==> config.mk <==
export PLATFORM = sky130hd
export DESIGN_NAME = tick_timer
export DESIGN_NICKNAME = d
export VERILOG_FILES = /design/src/rtl/tick_pkg.sv /design/src/rtl/tick_counter.sv /design/src/rtl/tick_ctrl.sv /design/src/rtl/tick_rdmux.sv /design/src/rtl/tick_timer.sv
export SDC_FILE = /design/constraint.sdc
export NUM_CORES = 1
export LEC_CHECK = 0
export CAP_MARGIN = 20
export CORE_AREA = 2 2 102 104
export CTS_CLUSTER_SIZE = 14
export DETAILED_ROUTE_END_ITERATION = 10
export DIE_AREA = 0 0 104 106
export DONT_BUFFER_PORTS = 1
export PLACE_DENSITY = 0.52
export SLEW_MARGIN = 20
export SYNTH_ARGS = -nofsm -noshare
export SYNTH_HDL_FRONTEND = slang
export SYNTH_HIERARCHICAL = 1
export SYNTH_SLANG_ARGS = --single-unit
==> constraint.sdc <==
create_clock -name clk -period 4.05 [get_ports clk]
set_input_delay 0.405 -clock clk [delete_from_list [all_inputs] [get_ports clk]]
set_output_delay 0.405 -clock clk [all_outputs]
set_load 0.01 [all_outputs]
==> src/rtl/tick_pkg.sv <==
package tick_pkg;
  localparam int CNT_W  = 24;
  localparam int DATA_W = 32;
  localparam int ADDR_W = 2;

  typedef enum logic [ADDR_W-1:0] {
    REG_CTRL   = 2'd0,
    REG_RELOAD = 2'd1,
    REG_COUNT  = 2'd2,
    REG_SPARE  = 2'd3
  } reg_addr_e;

  // next value of a running counter
  function automatic logic [CNT_W-1:0] count_step(input logic [CNT_W-1:0] cur,
                                                  input logic [CNT_W-1:0] rel);
    if (cur == '0) return rel;
    return cur - CNT_W'(1);
  endfunction

  // a running counter that holds one is about to wrap
  function automatic logic is_wrap(input logic [CNT_W-1:0] cur);
    return cur == CNT_W'(1);
  endfunction

  function automatic logic [DATA_W-1:0] pack_ctrl(input logic run, input logic ien,
                                                  input logic flag, input int run_bit,
                                                  input int ien_bit, input int flag_bit);
    logic [DATA_W-1:0] w;
    w = '0;
    w[run_bit]  = run;
    w[ien_bit]  = ien;
    w[flag_bit] = flag;
    return w;
  endfunction
endpackage

==> src/rtl/tick_counter.sv <==
module tick_counter
  import tick_pkg::*;
#(
  parameter int W = CNT_W
) (
  input  logic         clk,
  input  logic         run_i,
  input  logic         wr_rel_i,
  input  logic         wr_cur_i,
  input  logic [W-1:0] wdata_i,
  output logic [W-1:0] cur_o,
  output logic [W-1:0] rel_o,
  output logic         wrap_o
);
  logic [W-1:0] cur_q;
  logic [W-1:0] rel_q;
  logic         step;

  assign step   = run_i && !wr_cur_i;
  assign wrap_o = step && is_wrap(cur_q);

  // no reset on purpose: both values are undefined until software writes them
  always_ff @(posedge clk) begin
    if (wr_rel_i) rel_q <= wdata_i;
    if (wr_cur_i)  cur_q <= '0;
    else if (step) cur_q <= count_step(cur_q, rel_q);
  end

  assign cur_o = cur_q;
  assign rel_o = rel_q;
endmodule

==> src/rtl/tick_ctrl.sv <==
module tick_ctrl
  import tick_pkg::*;
#(
  parameter int DW       = DATA_W,
  parameter int RUN_BIT  = 0,
  parameter int IEN_BIT  = 1
) (
  input  logic          clk,
  input  logic          rst_n,
  input  logic          wr_ctrl_i,
  input  logic          rd_ctrl_i,
  input  logic          wr_cur_i,
  input  logic [DW-1:0] wdata_i,
  input  logic          wrap_i,
  output logic          run_en_o,
  output logic          ien_o,
  output logic          flag_o,
  output logic          irq_o
);
  logic run_q, ien_q, flag_q, irq_q;
  logic flag_clr;

  assign flag_clr = rd_ctrl_i || wr_cur_i;

  always_ff @(posedge clk or negedge rst_n) begin
    if (!rst_n) begin
      run_q  <= 1'b0;
      ien_q  <= 1'b0;
      flag_q <= 1'b0;
      irq_q  <= 1'b0;
    end else begin
      if (wr_ctrl_i) begin
        run_q <= wdata_i[RUN_BIT];
        ien_q <= wdata_i[IEN_BIT];
      end
      // a new wrap outranks a clear in the same cycle
      if (wrap_i)        flag_q <= 1'b1;
      else if (flag_clr) flag_q <= 1'b0;
      irq_q <= wrap_i && ien_q;
    end
  end

  assign run_en_o = run_q;
  assign ien_o    = ien_q;
  assign flag_o   = flag_q;
  assign irq_o    = irq_q;
endmodule

==> src/rtl/tick_rdmux.sv <==
module tick_rdmux
  import tick_pkg::*;
#(
  parameter int W        = CNT_W,
  parameter int DW       = DATA_W,
  parameter int RUN_BIT  = 0,
  parameter int IEN_BIT  = 1,
  parameter int FLAG_BIT = 16
) (
  input  logic [ADDR_W-1:0] addr_i,
  input  logic              run_i,
  input  logic              ien_i,
  input  logic              flag_i,
  input  logic [W-1:0]      cur_i,
  input  logic [W-1:0]      rel_i,
  output logic [DW-1:0]     rdata_o
);
  always_comb begin
    rdata_o = '0;
    case (reg_addr_e'(addr_i))
      REG_CTRL:   rdata_o = pack_ctrl(run_i, ien_i, flag_i, RUN_BIT, IEN_BIT, FLAG_BIT);
      REG_RELOAD: rdata_o = DW'(rel_i);
      REG_COUNT:  rdata_o = DW'(cur_i);
      default:    rdata_o = '0;
    endcase
  end
endmodule

==> src/rtl/tick_timer.sv <==
module tick_timer
  import tick_pkg::*;
#(
  parameter int W        = CNT_W,
  parameter int DW       = DATA_W,
  parameter int RUN_BIT  = 0,
  parameter int IEN_BIT  = 1,
  parameter int FLAG_BIT = 16
) (
  input  logic              clk,
  input  logic              rst_n,
  input  logic              halt_i,
  input  logic              bus_wr_i,
  input  logic              bus_rd_i,
  input  logic [ADDR_W-1:0] bus_addr_i,
  input  logic [DW-1:0]     bus_wdata_i,
  output logic [DW-1:0]     bus_rdata_o,
  output logic              tick_irq_o
);
  // decoded events, named for the checker
  logic wr_ctrl_w, rd_ctrl_w, wr_rel_w, wr_cur_w;
  logic run_w, en_w, ien_w, flag_w, wrap_w;
  logic [W-1:0] cur_w, rel_w;

  assign wr_ctrl_w = bus_wr_i && (bus_addr_i == REG_CTRL);
  assign rd_ctrl_w = bus_rd_i && (bus_addr_i == REG_CTRL);
  assign wr_rel_w  = bus_wr_i && (bus_addr_i == REG_RELOAD);
  assign wr_cur_w  = bus_wr_i && (bus_addr_i == REG_COUNT);
  assign run_w     = en_w && !halt_i;

  tick_counter #(.W(W)) cnt_i (
    .clk      (clk),
    .run_i    (run_w),
    .wr_rel_i (wr_rel_w),
    .wr_cur_i (wr_cur_w),
    .wdata_i  (bus_wdata_i[W-1:0]),
    .cur_o    (cur_w),
    .rel_o    (rel_w),
    .wrap_o   (wrap_w)
  );

  tick_ctrl #(.DW(DW), .RUN_BIT(RUN_BIT), .IEN_BIT(IEN_BIT)) ctl_i (
    .clk       (clk),
    .rst_n     (rst_n),
    .wr_ctrl_i (wr_ctrl_w),
    .rd_ctrl_i (rd_ctrl_w),
    .wr_cur_i  (wr_cur_w),
    .wdata_i   (bus_wdata_i),
    .wrap_i    (wrap_w),
    .run_en_o  (en_w),
    .ien_o     (ien_w),
    .flag_o    (flag_w),
    .irq_o     (tick_irq_o)
  );

  tick_rdmux #(.W(W), .DW(DW), .RUN_BIT(RUN_BIT), .IEN_BIT(IEN_BIT),
               .FLAG_BIT(FLAG_BIT)) mux_i (
    .addr_i  (bus_addr_i),
    .run_i   (en_w),
    .ien_i   (ien_w),
    .flag_i  (flag_w),
    .cur_i   (cur_w),
    .rel_i   (rel_w),
    .rdata_o (bus_rdata_o)
  );
endmodule

==> out/metrics.yaml, run 1 <==
logic_synthesis:
  yosys.cell_types.count: 63
  netlist_instances: 278
  seq_area_frac_synth_pct: 44.9
  synthArstFlopShare_pct: 7.69
  synth-edff-count: 24
  synth_area_per_cell_um2: 10.4
  yosys_warnings: 6
  syn-cell-area_um2: 2900
  ys_seq_elements: 52
  ys.flop_type: "edfxtp_1"
sta:
  max_freq_ghz: 0.449
  fin_crit_sh_pct: 55.0
  finalHoldViolations: 0
  max_slew.worst_pin.slew_ns: 0.685
  tns_ns: 0
  whs_ns: 0.182
  skew_ns: 0.0133
  finalCriticalPeriod_ns: 2.23
  drv_slew: 0
  rsz0062_at_grt: "false"
  fin_ws_ns: 1.82
  finalSetupViolations: 0
  slew_headroom_pct: 54.3
global_routing:
  grt_pass1_vias: 2277
  grt_antenna_before_repair: 0
  track_usage_pct: 14.2
  grt.overflow.total: 0
  grt_max_degree: 35
  grt_pass1_wl_mm: 12.6
place:
  post-dp-hpwl_mm: 5.26
  post-place-ws_ns: 1.88
  place_congestion: 0.782
  dpl_cell_area_um2: 2940
  dp.cells: 400
  portBuffers: 0
detailed_routing:
  drt-met1-wl_mm: 3.35
  routed_via_density: 5.51
  wl_per_cell_um: 18.7
  drt-total-wl_mm: 7.64
  drt_iter0_markers: 111
  drt_pass1_iterations: 4
  vias: 2255
  wl_met3_um: 437
  drc: 0
  detail-route-antenna-nets: 0
  routed.top_layer: "met4"
  wl_met2_mm: 3.78
final_layout:
  drive_above_1_share_pct: 11.0
  area_delta_synth_final_pct: 5.79
  layout.cells.non_filler: 409
  fin_area_um2: 3060
  antennaDiodeCount: 0
  fin_nets: 314
  fill_cells: 1067
clocking:
  clkTransAtPathRegs_ns: 0.10
  cts_tree: "yes"
  cts_buffers: 5
  clk-insertion-delay-late_ns: 0.31
  clockBufferDepth: 2
  clock_sinks: 52
  htreeDepth: 2
  cts_root_buf: "clkbuf_8"
  post_cts_buffers: 0
  cts_resized: 0
floorplanning:
  initial_utilization_pct: 29.0
  core_um2: 10000
  die_area_um2: 11000
  ioPinCount: 72
  die_x_um: 104
  die_height_um: 106
  rows: 37
pwr:
  power_density_nw_per_um2: 412
  worst_ir_drop_vdd_v: 0.000128
  p_leak_nw: 1.05
setup_path:
  crit_required_ns: 4.26
  crit_type: "reg2reg"
  cp_top_family: "simple AND/OR/NAND/NOR gates"
  crit_buf_inv: 0
  path_cells: "nor4_4, nand4_2, nor2_4, a211oi_1, a2111oi_2"
  critPathMaxFanout: 19
  critPathSlowestCell: "nor4_4"
  worst_ep_arrival_time_ns: 2.44
  slowest_delay_ns: 0.54
  end_kind: "register"
  critPathLaunchType: "register"
flow_run:
  drv_cap: 0
outcome:
  outcome: "finished clean"
worst_hold_path:
  min_path_type: "in2reg"
cells in the final DEF (no fill, tap or decap), types with 3 or more instances in the layout:
cell       Yosys  layout
mux2i_1        6       6
nor4_1         4       4
a211oi_1       4       4
a31oi_1        8       8
ha_1           3       3
a221oi_1       3       3
inv_1         11      11
buf_4          9       4
a22o_2         4       4
nor2_1         8       8
a22o_1        17      17
nand3_1        8       8
conb_1         1       8
edfxtp_1      24      24
o31ai_1        4       4
nor3_1        13      13
o21ai_1       11      11
o32ai_1        3       3
dfrtp_1        4       4
nand4_1        4       4
o2bb2ai_1      8       8
nand2_1       16      16
a21oi_1        9       9
nand2b_1       4       4
a2bb2oi_1      5       5
dfxtp_1       24      24
or3_1          4       4
clkbuf_8       0       5
sequential cells by signal, summed over array words and instances, names as in the netlist:
| signal | count |
|---|---|
| ctl_i/irq_o | 1 |
| cnt_i/cur_o | 24 |
| ctl_i/flag_o | 1 |
| ctl_i/ien_o | 1 |
| ctl_i/run_en_o | 1 |
| cnt_i/rel_o | 24 |
worst paths after layout:
kind	to	from	cells after the start	slack (ns)
worst max-delay path	cnt_i/cur_o[13]	cnt_i/cur_o[18]	5	1.82
worst min-delay path	cnt_i/rel_o[7]	bus_wdata_i[7]	0	0.18
worst max register to register	cnt_i/cur_o[13]	cnt_i/cur_o[18]	5	1.82
worst min register to register	ctl_i/flag_o	ctl_i/flag_o	1	0.49
max in group asynchronous	ctl_i/flag_o	rst_n	1	3.52
min in group asynchronous	ctl_i/irq_o	rst_n	1	0.36
final cells by class:
cell class / count / area (um2) / share of cell area, %
well taps: 136 / 170 / 5.56
clock buffers: 7 / 76.3 / 2.49
inverters: 11 / 41.3 / 1.35
multi-input cells: 197 / 1400 / 45.8
clock inverters: 1 / 30.0 / 0.980
flip-flops and latches: 52 / 1300 / 42.5
repair buffers: 5 / 40.0 / 1.31
power breakdown:
part | internal, mW | switching, mW | leakage (nW) | total [mW]
clock network | 0.185 | 0.173 | 0.0524 | 0.358
registers | 0.594 | 0.0623 | 0.468 | 0.656
logic | 0.0959 | 0.151 | 0.528 | 0.247
total | 0.875 | 0.386 | 1.05 | 1.26
cells in the mapped netlist (5+ instances only):
master     number  area (um2)
a31oi_1         8        50.1
nor2_1          8        30.0
buf_6           7        78.8
o21ai_1        11        55.1
a21oi_1         9        45.0
clkbuf_1        6        22.5
mux2i_1         6        60.1
a2bb2oi_1       5        43.8
o2bb2ai_1       8        70.1
a22o_1         17         149
nand2_1        16        60.1
dfxtp_1        24         480
nor3_1         13        65.1
edfxtp_1       24         721
buf_4           9        67.6
inv_1          11        41.3
nand3_1         8        40.0
stage by stage:
| step | util [%] | power, mW |
|---|---|---|
| 6_report | 30.6 | 1.26 |
| 4_1_cts | 30.6 | 1.28 |
| 5_1_grt | 30.6 | 1.33 |
| 3_3_place_gp | 29.4 | 0.909 |
| 3_5_place_dp | 29.4 | 0.913 |
| 2_1_floorplan | - | 0.856 |
routing by layer:
layer  vias up  GRT usage, %
li1       1065             -
met1      1120          18.4
met3         6          2.94
met4         0          3.76
met2        64          24.2
met5         -             0
what timing repair did:
| action | 4_1_cts | 5_1_grt |
|---|---|---|
| endpoints found under the hold margin | 4 | 0 |
| hold buffers | 1 | 0 |
| endpoints found under the setup margin | 0 | 0 |
cells by family after synthesis:
| family | after synthesis | share of synthesized area (%) |
|---|---|---|
| other | 1 | 0.130 |
| AO/OA/AOI/OAI | 88 | 23.2 |
| buffers and inverters | 36 | 7.74 |
| flip-flops | 52 | 44.9 |
| AND/OR/NAND/NOR | 90 | 19.8 |
| adder cells (fa/ha/maj) | 3 | 1.30 |
| multiplexers | 8 | 2.85 |
worst reg2reg max path, cell delays in order (launching register included):
cell and delay [ns]:
dfxtp_1 0.40, nor4_4 0.54, nand4_2 0.28, nor2_4 0.51, a211oi_1 0.12, a2111oi_2 0.30
No activity file was read; power rests on OpenSTA's default activity.
==> inputs of run 2 (changes only) <==
PLACE_DENSITY = 0.53   (was 0.52)
clock period = 1.8 ns   (was 4.05 ns; I/O delays follow)
==> run 2 against run 1 <==
- power up 140%
- setup slack got worse by 1.8 ns
- final area increased by 23%
- combinational power grew to 3.6 times the previous value
- worst hold slack got worse by 0.16 ns
- routed wire length up 10%
==> out/metrics.yaml, run 2 (synthesis gave the netlist of run 1 again) <==
place:
  post-dp-hpwl_mm: 6.06
  place_congestion: 0.875
  portBuffers: 0
  dp.cells: 447
pwr:
  worst_ir_drop_vdd_v: 0.000363
  power_density_nw_per_um2: 794
  p_leak_nw: 1.41
final_layout:
  fin_util_pct: 37.8
  final_cell_mix: "buf_4, dlygate4sd3_1, edfxtp_1"
  antennaDiodeCount: 0
  fin_nets: 390
  final_common_cell: "buf_4"
  area_delta_synth_final_pct: 30.6
  layout.cells.non_filler: 485
  drive_above_1_share_pct: 28.4
  fill_cells: 1042
global_routing:
  grt_pass1_vias: 2570
  grt.overflow.total: 0
  grt_max_degree: 22
  grt_antenna_before_repair: 0
  grt_pass1_wl_mm: 13.7
  track_usage_pct: 15.5
clocking:
  clock_sinks: 52
  cts_buffers: 5
  clockBufferDepth: 2
  cts_tree: "yes"
  clkTransAtPathRegs_ns: 0.10
  htreeDepth: 2
  clk-insertion-delay-late_ns: 0.30
  cts_root_buf: "clkbuf_8"
detailed_routing:
  vias: 2559
  drt_pass1_iterations: 4
  detail-route-antenna-nets: 0
  drt_iter0_markers: 115
  wl_per_cell_um: 17.4
  drt-total-wl_mm: 8.43
  routed_via_density: 5.28
  drc: 0
floorplanning:
  die_area_um2: 11000
  rows: 37
  die_x_um: 104
  initial_utilization_pct: 29.0
  die_height_um: 106
  ioPinCount: 72
  core_um2: 10000
sta:
  skew_ns: 0.00466
  finalSetupViolations: 0
  finalHoldViolations: 0
  drv_slew: 0
  whs_ns: 0.0232
  tns_ns: 0
  rsz0062_at_grt: "true"
  finalCriticalPeriod_ns: 1.78
  fin_crit_sh_pct: 99.1
  max_freq_ghz: 0.560
flow_run:
  drv_cap: 0
setup_path:
  crit_required_ns: 2.00
  reg2reg_depth: 6
  rrSetupSlack_ns: 0.02
  crit_type: "reg2reg"
  r2r_start: "cnt_i/cur_o[5]"
  critPathMaxFanout: 9
  end_kind: "register"
  critPathLaunchType: "register"
  worst_ep_arrival_time_ns: 1.99
  reg2reg_to: "cnt_i/cur_o[1]"
worst_hold_path:
  holdPathStages: 1
  hp-start: "bus_wdata_i[0]"
  min_path_type: "in2reg"
  min_to: "ctl_i/run_en_o"
outcome:
  outcome: "finished clean"
run 2: cell count changes in the layout (fill, tap and decap cells not counted), moves of 4 or more:
cell / previous run / this run
buf_4: 4 / 54
dlygate4sd3_1: 1 / 25
dfxtp_1: 24 / 20
nor3_1: 13 / 9
dfxtp_2: 0 / 4
nor3_2: 2 / 6
run 2: repair_timing:
action | CTS | global route
resized for setup | 5 | 16
setup endpoints to repair | 7 | 24
hold buffers | 25 | 0
setup buffers | 4 | 1
pin swaps | 3 | 6
endpoints found under the hold margin | 28 | 0
run 2: power breakdown:
part | internal (mW) | switching [mW] | total, mW
Clock | 0.272 | 0.387 | 0.659
Sequential | 1.34 | 0.110 | 1.45
Combinational | 0.426 | 0.464 | 0.890
run 2: area by class of cell:
| class | instances | area, um2 | share of cell area, % |
|---|---|---|---|
| clock buffer | 7 | 76.3 | 2.02 |
| sequential | 52 | 1310 | 34.5 |
| clock inverter | 1 | 3.75 | 0.0993 |
| timing repair buffer | 81 | 696 | 18.4 |
| inverter | 11 | 41.3 | 1.09 |
| multi-input combinational | 197 | 1490 | 39.3 |
| tap | 136 | 170 | 4.50 |
run 2: metal layers:
| metal | wire, um | up-vias | global-route usage, % |
|---|---|---|---|
| met4 | 78 | 0 | 3.57 |
| li1 | - | 1212 | - |
| met3 | 319 | 8 | 3.19 |
| met5 | 0 | - | 0 |
| met2 | 4120 | 68 | 26.9 |
| met1 | 3910 | 1271 | 19.7 |
run 2: critical path, cell delays in order (launching register included):
cell,delay (ns)
dfxtp_2,0.36
nor4_4,0.39
nand4_2,0.22
nor2_4,0.22
buf_12,0.15
nand2_1,0.05
a311oi_1,0.28
run 2: worst max-delay path by stage:
stage / start / to / slack (ns) / cells past startpoint
2_1_floorplan: cnt_i/cur_o[18] / cnt_i/cur_o[17] / 0.11 / 6
3_3_place_gp: cnt_i/cur_o[0] / cnt_i/cur_o[12] / 0.007 / 7
3_5_place_dp: cnt_i/cur_o[0] / cnt_i/cur_o[12] / -0.09 / 7
4_1_cts: cnt_i/cur_o[17] / cnt_i/cur_o[1] / 0.003 / 6
5_1_grt: cnt_i/cur_o[5] / cnt_i/cur_o[23] / -0.07 / 6
6_report: cnt_i/cur_o[5] / cnt_i/cur_o[1] / 0.02 / 6
run 2: stage by stage:
step / power, mW / instance area (um2) / setup slack, ns
2_1_floorplan: 1.92 / 2920 / 0.107
3_3_place_gp: 2.21 / 3320 / 0.00701
3_5_place_dp: 2.23 / 3320 / -0.0887
4_1_cts: 2.97 / 3710 / 0.00278
5_1_grt: 3.16 / 3780 / -0.0711
6_report: 3.00 / 3780 / 0.0154
